File: config.mk
export PLATFORM = sky130hd
export DESIGN_NAME = nowait_sram
export DESIGN_NICKNAME = d
export VERILOG_FILES = /design/src/rtl/nws_pkg.sv /design/src/rtl/nws_burst_addr.sv /design/src/rtl/nws_lane_merge.sv /design/src/rtl/nws_array.sv /design/src/rtl/nowait_sram.sv
export SDC_FILE = /design/constraint.sdc
export NUM_CORES = 2
export LEC_CHECK = 0
export BUFFER_PORTS_ARGS = -buffer_cell sky130_fd_sc_hd__buf_2
export CAP_MARGIN = 5
export CORE_UTILIZATION = 27
export CTS_CLUSTER_SIZE = 10
export DETAILED_ROUTE_END_ITERATION = 10
export PLACE_DENSITY = 0.48
export SKIP_LAST_GASP = 1
export SYNTH_ARGS = -nofsm -noshare
export SYNTH_HDL_FRONTEND = slang
export SYNTH_HIERARCHICAL = 1
export SYNTH_SLANG_ARGS = --single-unit
File: constraint.sdc
create_clock -name clk -period 4.8 [get_ports clk]
set_input_delay 0.24 -clock clk [delete_from_list [all_inputs] [get_ports clk]]
set_output_delay 0.24 -clock clk [all_outputs]
set_load 0.01 [all_outputs]
File: src/rtl/nws_pkg.sv
package nws_pkg;

    typedef enum logic [1:0] {
        OP_NONE = 2'd0,
        OP_RD   = 2'd1,
        OP_WR   = 2'd2
    } op_e;

endpackage

File: src/rtl/nws_burst_addr.sv
module nws_burst_addr #(
    parameter int ADDR_W = 8,
    parameter int CNT_W  = 2,
    parameter bit LINEAR = 1'b1
) (
    input  logic [ADDR_W-1:0] base,
    input  logic [CNT_W-1:0]  step,
    output logic [ADDR_W-1:0] addr_o
);
    logic [CNT_W-1:0] low;

    generate
        if (LINEAR) begin : g_linear
            assign low = CNT_W'(base[CNT_W-1:0] + step);
        end else begin : g_xor
            assign low = base[CNT_W-1:0] ^ step;
        end
    endgenerate

    assign addr_o = {base[ADDR_W-1:CNT_W], low};
endmodule

File: src/rtl/nws_lane_merge.sv
module nws_lane_merge #(
    parameter int LANES  = 2,
    parameter int LANE_W = 8
) (
    input  logic [LANES*LANE_W-1:0] old_w,
    input  logic [LANES*LANE_W-1:0] new_w,
    input  logic [LANES-1:0]        sel,
    output logic [LANES*LANE_W-1:0] out_w
);
    generate
        for (genvar i = 0; i < LANES; i++) begin : g_lane
            assign out_w[i*LANE_W +: LANE_W] = sel[i] ? new_w[i*LANE_W +: LANE_W]
                                                      : old_w[i*LANE_W +: LANE_W];
        end
    endgenerate
endmodule

File: src/rtl/nws_array.sv
module nws_array #(
    parameter int ADDR_W = 8,
    parameter int LANES  = 2,
    parameter int LANE_W = 8
) (
    input  logic                    clk,
    input  logic                    we,
    input  logic [ADDR_W-1:0]       waddr,
    input  logic [LANES-1:0]        wbe,
    input  logic [LANES*LANE_W-1:0] wdata,
    input  logic [ADDR_W-1:0]       raddr,
    output logic [LANES*LANE_W-1:0] rdata
);
    localparam int DEPTH = 1 << ADDR_W;

    logic [LANES*LANE_W-1:0] mem [DEPTH];

    always_ff @(posedge clk) begin
        if (we) begin
            for (int i = 0; i < LANES; i++) begin
                if (wbe[i]) begin
                    mem[waddr][i*LANE_W +: LANE_W] <= wdata[i*LANE_W +: LANE_W];
                end
            end
        end
    end

    assign rdata = mem[raddr];
endmodule

File: src/rtl/nowait_sram.sv
module nowait_sram
    import nws_pkg::*;
#(
    parameter int ADDR_W       = 8,
    parameter int LANES        = 2,
    parameter int LANE_W       = 8,
    parameter bit BURST_LINEAR = 1'b1
) (
    input  logic                    clk,
    input  logic                    rst_n,
    input  logic                    cke_n,
    input  logic                    ce_n,
    input  logic                    we_n,
    input  logic                    adv,
    input  logic [LANES-1:0]        be_n,
    input  logic [ADDR_W-1:0]       addr,
    input  logic [LANES*LANE_W-1:0] wdata,
    output logic [LANES*LANE_W-1:0] rdata,
    output logic                    rvalid
);
    localparam int DATA_W = LANES * LANE_W;
    localparam int CNT_W  = 2;

    typedef struct packed {
        op_e              op;
        logic [ADDR_W-1:0] addr;
        logic [LANES-1:0]  be;
    } stage_t;

    typedef struct packed {
        stage_t            s1;
        stage_t            s2;
        logic [ADDR_W-1:0] base;
        logic [CNT_W-1:0]  cnt;
        op_e               bop;
        logic              wb_vld;
        logic [ADDR_W-1:0] wb_addr;
        logic [LANES-1:0]  wb_be;
        logic [DATA_W-1:0] wb_data;
        logic [DATA_W-1:0] rdata;
        logic              rvalid;
    } state_t;

    state_t st_d, st_q;

    logic [CNT_W-1:0]  cnt_inc;
    logic [ADDR_W-1:0] burst_addr;
    logic [DATA_W-1:0] arr_rd;
    logic [DATA_W-1:0] fwd_data;
    logic [LANES-1:0]  fwd_sel;
    logic              mem_we;
    logic              s1_rd, s1_wr, s2_rd;
    op_e               load_op;

    assign cnt_inc = CNT_W'(st_q.cnt + 1'b1);
    assign load_op = ce_n ? OP_NONE : (we_n ? OP_RD : OP_WR);

    nws_burst_addr #(
        .ADDR_W (ADDR_W),
        .CNT_W  (CNT_W),
        .LINEAR (BURST_LINEAR)
    ) u_baddr (
        .base   (st_q.base),
        .step   (cnt_inc),
        .addr_o (burst_addr)
    );

    // buffered write reaches the array at the next enabled edge
    assign mem_we = st_q.wb_vld && !cke_n;

    nws_array #(
        .ADDR_W (ADDR_W),
        .LANES  (LANES),
        .LANE_W (LANE_W)
    ) u_array (
        .clk   (clk),
        .we    (mem_we),
        .waddr (st_q.wb_addr),
        .wbe   (st_q.wb_be),
        .wdata (st_q.wb_data),
        .raddr (st_q.s2.addr),
        .rdata (arr_rd)
    );

    // a read meeting the buffered write takes its enabled lanes
    assign fwd_sel = (st_q.wb_vld && (st_q.wb_addr == st_q.s2.addr)) ? st_q.wb_be : '0;

    nws_lane_merge #(
        .LANES  (LANES),
        .LANE_W (LANE_W)
    ) u_fwd (
        .old_w (arr_rd),
        .new_w (st_q.wb_data),
        .sel   (fwd_sel),
        .out_w (fwd_data)
    );

    always_comb begin
        st_d = st_q;
        if (!cke_n) begin
            // issue stage
            if (adv) begin
                st_d.cnt     = cnt_inc;
                st_d.s1.op   = st_q.bop;
                st_d.s1.addr = burst_addr;
            end else begin
                st_d.base    = addr;
                st_d.cnt     = '0;
                st_d.bop     = load_op;
                st_d.s1.op   = load_op;
                st_d.s1.addr = addr;
            end
            st_d.s1.be = ~be_n;
            // second stage
            st_d.s2 = st_q.s1;
            // data stage
            st_d.wb_vld  = (st_q.s2.op == OP_WR);
            st_d.wb_addr = st_q.s2.addr;
            st_d.wb_be   = st_q.s2.be;
            st_d.wb_data = wdata;
            if (st_q.s2.op == OP_RD) begin
                st_d.rdata  = fwd_data;
                st_d.rvalid = 1'b1;
            end else begin
                st_d.rvalid = 1'b0;
            end
        end
    end

    always_ff @(posedge clk) begin
        if (!rst_n) begin
            st_q <= '0;
        end else begin
            st_q <= st_d;
        end
    end

    assign rdata  = st_q.rdata;
    assign rvalid = st_q.rvalid;
    assign s1_rd  = (st_q.s1.op == OP_RD);
    assign s1_wr  = (st_q.s1.op == OP_WR);
    assign s2_rd  = (st_q.s2.op == OP_RD);
endmodule

==> results.ini <==
[placement]
placed_area_um2 = 175000
place_inst = 16000
port-buffer-count = 48
gp_congestion = 0.798
hpwl_um = 293000
post-place-ws_ns = 0.0774

[layout]
nets = 8600
seq_area_um2 = 125000
final_cells = 16800
drive_gt1_share_pct = 22.0
multi_input_area_um2 = 36100
fin_area_um2 = 189000
syn2layout_area_growth_pct = 15.2
nFillCells = 57600

[clocking]
root_buffer = clkbuf_16
clockBufferDepth = 4
h-tree-depth = 5
worstSkewPairLatency_ns = 1.03
cts.sinks = 4176
cts_made_buffers = 467
clk_pin_slew_ns = 0.06
cts_tree = done
post-cts-setup-buffers = 0

[critical_path]
critPathLaunchType = register
r2r_slack_ns = 0.13
crit_type = reg -> reg
cp_max_fo = 23
cp.arrival_ns = 5.61
cp-end-kind = register
worst_ep_required_time_ns = 5.74

[run_status]
status = finished, final reports clean

[synthesis]
syn_nets = 8108
synth_edf_count = 4096
synthTopCellsByCount = edfxtp_1, mux4_2, mux2i_1
synth_cell_type_count = 79
synth-async-reset-ratio_pct = 0
synthCells = 8075
syn_avg_cell_area_um2 = 20.3
synth_top_area_share_pct = 75.0
ys.flop_type = edfxtp_1
yosys-top-cells-area = edfxtp_1, mux4_2, mux2i_1
seq_area_frac_synth_pct = 75.9
yosysWarnings = 6
yosysMostFrequentCell = edfxtp_1
netlist_area_um2 = 164000
synth_seq_cells = 4176
yosys.area.top_type = edfxtp_1

[hold_path]
hp-class = in -> reg

[drt]
firstDrtPassIters = 6
drt_iter0_drc = 8807
routedWlPerCell_um = 28.2
vias_per_cell = 4.95
via_count = 83100
finalWirelength_um = 473000
drc = 0
ant_nets = 0

[timing]
worstMarginPinSlew_ns = 1.17
relSlewSlack_pct = 21.6
setup_tns_ns = 0
finalCritPeriodShare_pct = 97.3
slew_violations = 0
fmax_mhz = 214
fin_crit_ns = 4.67
setup_viol = 0
clock_skew_ns = 0.0964
rsz0062_at_grt = no
finalHoldViolations = 0
post-route-worst-setup-slack_ns = 0.128
whs_ns = 0.174

[die]
io_pins = 49
start_util_pct = 27.2
coreArea_um2 = 604000
fp.dieArea_um2 = 611000
die_w_um = 782
die_h_um = 782
placementRows = 285

[global_routing]
grt_max_degree = 153
track_usage_pct = 15.0
grt_pass1_vias = 85000
grt_pass1_wl_um = 663000
grt-ovfl-total = 0
antenna_found_initial = 23

[pwr]
p_per_area_nw_per_um2 = 399
irDropWorstVdd_mv = 0.332
p_leak_uw = 0.0572

[run]
maxCapViolCount = 0

[area by class of cell]
class	count	share of cell area, %
flip-flops and latches	4176	66.0
multi-input cells	3353	19.1
clock buffers	614	6.58
well taps	8036	5.32
repair buffers	556	2.74
clock inverters	34	0.266
inverters	13	0.0331
diodes	10	0.0132
[state kept, by name, summed over array words and instances, names as in the netlist]
register,count
rdata,16
st_q,63
rvalid,1
u_array/mem,4096
[cell usage in the layout, fill, tap and decap left out, drive strengths merged, types with 6 or more instances in the layout]
master | synthesis | routed
a2111oi | 16 | 16
a211oi | 26 | 26
a21boi | 10 | 10
a21oi | 128 | 128
a221oi | 6 | 6
a22o | 10 | 10
a22oi | 33 | 33
a31oi | 10 | 10
and3 | 11 | 11
and4 | 6 | 6
buf | 311 | 463
clkbuf | 219 | 614
clkinv | 0 | 16
dfxtp | 80 | 80
diode | 0 | 10
dlygate4sd3 | 0 | 93
edfxtp | 4096 | 4096
inv | 13 | 27
mux2 | 30 | 30
mux2i | 589 | 589
mux4 | 861 | 861
nand2 | 212 | 212
nand2b | 11 | 11
nand3 | 78 | 78
nand4 | 21 | 21
nor2 | 573 | 573
nor2b | 74 | 74
nor3 | 122 | 122
nor3b | 6 | 6
nor4 | 15 | 15
o211a | 8 | 8
o21ai | 71 | 71
o221ai | 176 | 176
o22ai | 164 | 164
o311ai | 12 | 12
or2 | 7 | 7
or3 | 10 | 10
xnor2 | 8 | 8
[report_power, final]
part           internal, uW  switching (uW)  total, uW
Combinational          1240            2120       3360
Sequential            40100             192      40300
Clock                 18000           13800      31800
[through the flow]
step | utilization [%] | power [uW]
6_report | 31.3 | 75500
4_1_cts | 31.3 | 76300
3_3_place_gp | 29.0 | 44300
2_1_floorplan | - | 43200
3_5_place_dp | 29.0 | 44400
5_1_grt | 31.3 | 77600
[worst max-delay path, stage by stage (launching register included)]
cell and delay, ns:
dfxtp_4 0.67, clkinv_2 0.60, nand3_1 0.55, a21oi_1 0.20, a2111oi_1 0.66, nand3_1 0.21
nor3b_1 0.97, and4_1 0.34, mux2_4 0.15, mux2i_1 0.07, nor2b_1 0.13
[final timing paths]
path	from	end	cells past startpoint
hold reg to reg	st_q[71]$_SDFFE_PN0N_	st_q[71]$_SDFFE_PN0N_	1
hold / removal	addr[0]	st_q[70]$_SDFFE_PN0N_	5
setup / recovery	st_q[60]$_SDFFE_PN0N_	rdata[11]$_SDFFE_PN0P_	10
setup reg to reg	st_q[60]$_SDFFE_PN0N_	rdata[11]$_SDFFE_PN0P_	10
[routing by layer]
layer / track usage [%] / vias up / wire [um] / share of wire, %
met5: 0 / - / 42 / 0.0089
met2: 24.8 / 2893 / 228000 / 48
met3: 2.55 / 639 / 30600 / 6.5
met4: 4.03 / 6 / 13400 / 2.8
li1: - / 34300 / - / -
met1: 20.4 / 45300 / 201000 / 42
[cells by family after synthesis]
kind of cell	after synthesis	share of synthesized area, %
XOR/XNOR	10	0.0625
AND/OR/NAND/NOR	1165	3.14
multiplexers	1480	15.7
AO/OA/AOI/OAI	697	2.98
adder cells (fa/ha/maj)	1	0.00762
buffers and inverters	546	2.20
flip-flops	4176	75.9
[timing repair]
item | 4_1_cts | 5_1_grt
resized for setup | 1 | 0
hold endpoints to repair | 49 | 0
hold buffers | 93 | 0
endpoints found under the setup margin | 1 | 0
No activity file was read; power rests on OpenSTA's default activity.
